## src/rtl/spi_mode_pkg.sv

```systemverilog
package spi_mode_pkg;

    typedef enum logic [1:0] {
        CFG_OFF,
        CFG_SLAVE,
        CFG_MOPEN,
        CFG_MGUARD
    } cfg_e;

    typedef enum logic [2:0] {
        ST_IDLE,
        ST_SLAVE,
        ST_MASTER_OPEN,
        ST_MASTER_GUARD,
        ST_FAULT
    } state_e;

    function automatic state_e cfg_to_state(cfg_e c);
        unique case (c)
            CFG_OFF:    return ST_IDLE;
            CFG_SLAVE:  return ST_SLAVE;
            CFG_MOPEN:  return ST_MASTER_OPEN;
            CFG_MGUARD: return ST_MASTER_GUARD;
            default:    return ST_IDLE;
        endcase
    endfunction

endpackage

```

## src/rtl/spi_mode_decode.sv

```systemverilog
module spi_mode_decode
    import spi_mode_pkg::*;
(
    input  logic enable_i,
    input  logic master_i,
    input  logic guard_en_i,
    input  logic sel_pin_i,
    output cfg_e cfg_o,
    output logic hit_o
);
    always_comb begin
        if (!enable_i)       cfg_o = CFG_OFF;
        else if (!master_i)  cfg_o = CFG_SLAVE;
        else if (!guard_en_i) cfg_o = CFG_MOPEN;
        else                 cfg_o = CFG_MGUARD;
    end

    // select pulled low while armed as guarded master
    assign hit_o = (cfg_o == CFG_MGUARD) && !sel_pin_i;
endmodule

```

## src/rtl/spi_mode_fsm.sv

```systemverilog
module spi_mode_fsm
    import spi_mode_pkg::*;
(
    input  logic   clk,
    input  logic   rst_n,
    input  cfg_e   cfg_i,
    input  logic   hit_i,
    input  logic   fault_clr_i,
    output state_e state_o
);
    state_e state_q, state_d;

    always_ff @(posedge clk or negedge rst_n) begin
        if (!rst_n) state_q <= ST_IDLE;
        else        state_q <= state_d;
    end

    always_comb begin
        unique case (state_q)
            ST_FAULT: begin
                // release only when no fresh hit in the same cycle
                if (fault_clr_i && !hit_i) state_d = cfg_to_state(cfg_i);
                else                       state_d = ST_FAULT;
            end
            ST_IDLE, ST_SLAVE, ST_MASTER_OPEN, ST_MASTER_GUARD: begin
                if (hit_i) state_d = ST_FAULT;
                else       state_d = cfg_to_state(cfg_i);
            end
            default: state_d = ST_IDLE;
        endcase
    end

    assign state_o = state_q;
endmodule

```

## src/rtl/spi_mode_pins.sv

```systemverilog
module spi_mode_pins
    import spi_mode_pkg::*;
(
    input  state_e state_i,
    input  logic   sel_pin_i,
    input  logic   gpio_dir_i,
    input  logic   gpio_dat_i,
    output logic   sel_oe_o,
    output logic   sel_do_o,
    output logic   sck_oe_o,
    output logic   mosi_oe_o,
    output logic   eng_sel_n_o,
    output logic   eff_master_o,
    output logic   fault_o
);
    always_comb begin
        sel_oe_o     = 1'b0;
        sel_do_o     = gpio_dat_i;
        sck_oe_o     = 1'b0;
        mosi_oe_o    = 1'b0;
        eng_sel_n_o  = 1'b1;
        eff_master_o = 1'b0;
        fault_o      = 1'b0;
        unique case (state_i)
            ST_IDLE: begin
                sel_oe_o = gpio_dir_i;
            end
            ST_SLAVE: begin
                eng_sel_n_o = sel_pin_i;
            end
            ST_MASTER_OPEN: begin
                sel_oe_o     = gpio_dir_i;
                sck_oe_o     = 1'b1;
                mosi_oe_o    = 1'b1;
                eff_master_o = 1'b1;
            end
            ST_MASTER_GUARD: begin
                sck_oe_o     = 1'b1;
                mosi_oe_o    = 1'b1;
                eff_master_o = 1'b1;
            end
            ST_FAULT: begin
                eng_sel_n_o = sel_pin_i;
                fault_o     = 1'b1;
            end
            default: begin
                sel_oe_o = 1'b0;
            end
        endcase
    end
endmodule

```

## src/rtl/spi_mode_ctrl.sv

```systemverilog
module spi_mode_ctrl
    import spi_mode_pkg::*;
(
    input  logic clk,
    input  logic rst_n,
    input  logic enable_i,
    input  logic master_i,
    input  logic guard_en_i,
    input  logic sel_pin_i,
    input  logic gpio_dir_i,
    input  logic gpio_dat_i,
    input  logic fault_clr_i,
    output logic sel_oe_o,
    output logic sel_do_o,
    output logic sck_oe_o,
    output logic mosi_oe_o,
    output logic eng_sel_n_o,
    output logic eff_master_o,
    output logic fault_o
);
    cfg_e   cfg;
    logic   hit;
    state_e state;

    spi_mode_decode u_decode (
        .enable_i   (enable_i),
        .master_i   (master_i),
        .guard_en_i (guard_en_i),
        .sel_pin_i  (sel_pin_i),
        .cfg_o      (cfg),
        .hit_o      (hit)
    );

    spi_mode_fsm u_fsm (
        .clk         (clk),
        .rst_n       (rst_n),
        .cfg_i       (cfg),
        .hit_i       (hit),
        .fault_clr_i (fault_clr_i),
        .state_o     (state)
    );

    spi_mode_pins u_pins (
        .state_i      (state),
        .sel_pin_i    (sel_pin_i),
        .gpio_dir_i   (gpio_dir_i),
        .gpio_dat_i   (gpio_dat_i),
        .sel_oe_o     (sel_oe_o),
        .sel_do_o     (sel_do_o),
        .sck_oe_o     (sck_oe_o),
        .mosi_oe_o    (mosi_oe_o),
        .eng_sel_n_o  (eng_sel_n_o),
        .eff_master_o (eff_master_o),
        .fault_o      (fault_o)
    );
endmodule

```

## config.mk

```make
export PLATFORM = sky130hd
export DESIGN_NAME = spi_mode_ctrl
export DESIGN_NICKNAME = d
export VERILOG_FILES = /design/src/rtl/spi_mode_pkg.sv /design/src/rtl/spi_mode_decode.sv /design/src/rtl/spi_mode_fsm.sv /design/src/rtl/spi_mode_pins.sv /design/src/rtl/spi_mode_ctrl.sv
export SDC_FILE = /design/constraint.sdc
export NUM_CORES = 1
export LEC_CHECK = 0
export ABC_CLOCK_PERIOD_IN_PS = 1300
export BUFFER_PORTS_ARGS = -buffer_cell sky130_fd_sc_hd__buf_2
export CAP_MARGIN = 15
export CORE_AREA = 3 3 40 42
export CTS_CLUSTER_SIZE = 12
export DETAILED_ROUTE_END_ITERATION = 8
export DIE_AREA = 0 0 43 45
export SLEW_MARGIN = 20
export SYNTH_ARGS = -nofsm -noshare
export SYNTH_HDL_FRONTEND = slang
export SYNTH_SLANG_ARGS = --single-unit
```

## constraint.sdc

```tcl
create_clock -name clk -period 1.3 [get_ports clk]
set_input_delay 0.26 -clock clk [delete_from_list [all_inputs] [get_ports clk]]
set_output_delay 0.26 -clock clk [all_outputs]
set_load 0.01 [all_outputs]
```

==> summary.txt <==
Synth
  • Area share of the largest cell type after synthesis: 0.390
  • Sequential fraction of the synthesis area: 0.390
  • Avg Inst Size Synth: 8.38 sq um
  • Yosys warning total: 0
  • Async S/R FF share, synth: 1.00
  • Mapped Nets: 32
  • Top FF cell, synth: dfrtp_1
  • Post-synthesis register bit count: 3
  • Syn Inst Count: 23
  • Unique cell type count in the Yosys netlist: 14
  • Post-synth top cells: 3 x buf_4, 3 x dfrtp_1, 3 x nor3_1
  • Synth Cell Area: 193 sq um
  • Largest area contributor in the netlist: dfrtp_1
  • EDFF count, synth: 0
  • Synth area leaders: dfrtp_1 39%, buf_4 12%, nor3_1 7.8%

Cells and area
  • Max reg flops: 3
  • # fillers: 145
  • Final cell count without fillers: 55
  • Diode count: 0
  • Synthesis-to-finish area growth: 73.4%
  • Nets: 50
  • Share of layout cells above drive strength 1: 0.525

Drt
  • Drt pass-1 iters: 1
  • Antenna viol nets, final: 0
  • Initial drt markers: 0
  • Vias per std cell: 3.65
  • Via count: 201
  • Post-Route WL: 442 um
  • Routed len/inst: 8.04 um
  • Drt drc: 0

Timing
  • Final setup vio count: 6
  • Fmax: 0.703 GHz
  • Final period utilization: 1.09
  • Clk_skew: 0.00165 ns
  • Max-slew headroom: 0.859
  • Final worst slack: -0.122 ns
  • Slew of the pin with the lowest slew margin: 0.211 ns
  • Max Slew Vio Count: 0
  • RSZ-0062 raised after global routing: true
  • Fin Setup TNS: -0.369 ns
  • Crit path time final: 1.42 ns
  • Final Hold Fails: 0

Critical path
  • CP Capture Type: output port
  • Critical R2R Launch: u_fsm.state_o[2]$_DFF_PN0_
  • FF-to-FF End: u_fsm.state_o[0]$_DFF_PN0_
  • Crit path DAT: 1.16 ns
  • CP Max Fanout: 2
  • CP startpoint kind: register
  • R2r setup slk: 0.27 ns
  • CP Class: reg2out
  • CP Data Required Time: 1.04 ns
  • R2R cell count: 4

Global routing
  • Vias in the first global route: 218
  • GRT overflow: 0
  • Initial antenna violation count: 0
  • Largest net degree at the start of global routing: 5
  • First-pass GRT wire length: 807 um
  • GRT Total Usage: 0.0626

Placed design
  • Post-DP HPWL: 355 um
  • Placer Congestion: 0.725
  • Placed Cells: 49
  • IO Port Bufs: 13

Power
  • Pleak: 0.171 nW
  • Clock power frac: 0.466
  • Pwr Density: 1040 nW/um^2
  • Switching power: 86.1 uW
  • Net Sw Frac: 0.248
  • Pint: 261 uW
  • Combinational power share: 0.229
  • Peak VDD IR: 283 uV
  • Seq pwr share: 0.305

Clock network
  • Worst-case clock buffer depth: 2
  • Total CTS buffers: 3
  • Worst-Skew Late Latency: 0.23 ns
  • CTS Sinks: 3
  • Root buf cell: clkbuf_4
  • CTS tree: done
  • CTS H-tree lvls: 1
  • Clk slew on worst S/H paths: 0.03 ns

Min path
  • Hold-critical path endpoint: u_fsm.state_o[1]$_DFF_PN0_
  • Worst hold path class: in2reg
  • Hold Crit Start: master_i
  • Hold depth: 3

Run
  • Max-Cap Viols: 0

Floorplan
  • Core Region: 1280 sq um
  • Die area: 1940 sq um
  • Boundary Pins: 16
  • Initial core utilization: 0.150
  • DIE HEIGHT: 45 um
  • Rows: 13
  • Die W: 43 um

Status
  • Status: finished, violations left
  • Failing checks: negative setup slack
==> logic make-up after synthesis <==
| family | count (synthesis) | synth area share |
|---|---|---|
| AO/OA/AOI/OAI | 2 | 0.0519 |
| XOR/XNOR | 1 | 0.0455 |
| flip-flops | 3 | 0.390 |
| AND/OR/NAND/NOR | 12 | 0.357 |
| buffers and inverters | 5 | 0.156 |
==> timing repair <==
action | in CTS | in global routing
hold endpoints to repair | 3 | 0
gates resized for setup | 5 | 0
setup endpoints to repair | 6 | 6
pin swaps | 1 | 1
hold buffers | 1 | 0
buffers inserted | 1 | 0
==> how the worst max path moves through the flow <==
stage	start	to	slack, ns	cells after the start
final	u_fsm.state_o[0]$_DFF_PN0_	eng_sel_n_o	-0.12	3
after global routing	u_fsm.state_o[2]$_DFF_PN0_	eng_sel_n_o	-0.18	3
after CTS	u_fsm.state_o[0]$_DFF_PN0_	eng_sel_n_o	-0.13	3
after detailed placement	u_fsm.state_o[0]$_DFF_PN0_	eng_sel_n_o	0.08	3
after global placement	u_fsm.state_o[0]$_DFF_PN0_	eng_sel_n_o	0.1	3
after floorplan	u_fsm.state_o[2]$_DFF_PN0_	eng_sel_n_o	0.18	2
==> cell usage in the layout, fill, tap and decap left out, drive strengths merged, types with 2 or more instances in the layout <==
cell type / n
nor2: 2
clkbuf: 4
nor3: 3
nand2: 2
buf: 15
dfrtp: 3
inv: 2
==> per-layer routing <==
metal  up-vias  part of all wire  GRT usage
li1        107                 -          -
met1        83              0.41     0.0558
met2        11              0.45     0.0928
met3         0              0.13     0.0239
met4         0                 0     0.0904
met5         -                 0          0
==> per-stage QoR <==
step	hold slack [ns]	worst slack [ns]	power, mW	cell area [sq um]	utilization
after global placement	0.0563	0.0981	0.168	262	0.204
after detailed placement	0.0569	0.0842	0.169	262	0.204
after global routing	0.302	-0.176	0.368	334	0.260
after floorplan	-0.0356	0.180	0.147	193	-
final	0.285	-0.122	0.347	334	0.260
after CTS	0.275	-0.133	0.359	334	0.260
==> area by class of cell <==
class                   count  area, sq um  area share
inverters                   2         7.51      0.0225
clock buffers               4         26.3      0.0787
flip-flops and latches      3         75.1       0.225
multi-input cells          15         97.6       0.292
repair buffers             16          109       0.326
well taps                  15         18.8      0.0562
==> critical path, stage by stage, from the launching register on <==
cell	delay, ns
dfrtp_1	0.38
xnor2_1	0.12
or3_1	0.29
buf_2	0.14
==> power by group through the flow <==
stage | Combinational (mW) | Clock (mW) | Sequential [mW]
final | 0.0795 | 0.162 | 0.106
after detailed placement | 0.0613 | 0 | 0.108
after global routing | 0.0884 | 0.173 | 0.107
after global placement | 0.0607 | 0 | 0.107
after CTS | 0.0802 | 0.173 | 0.105
after floorplan | 0.0393 | 0 | 0.107
Note: power is estimated with default switching activity, not from simulation.
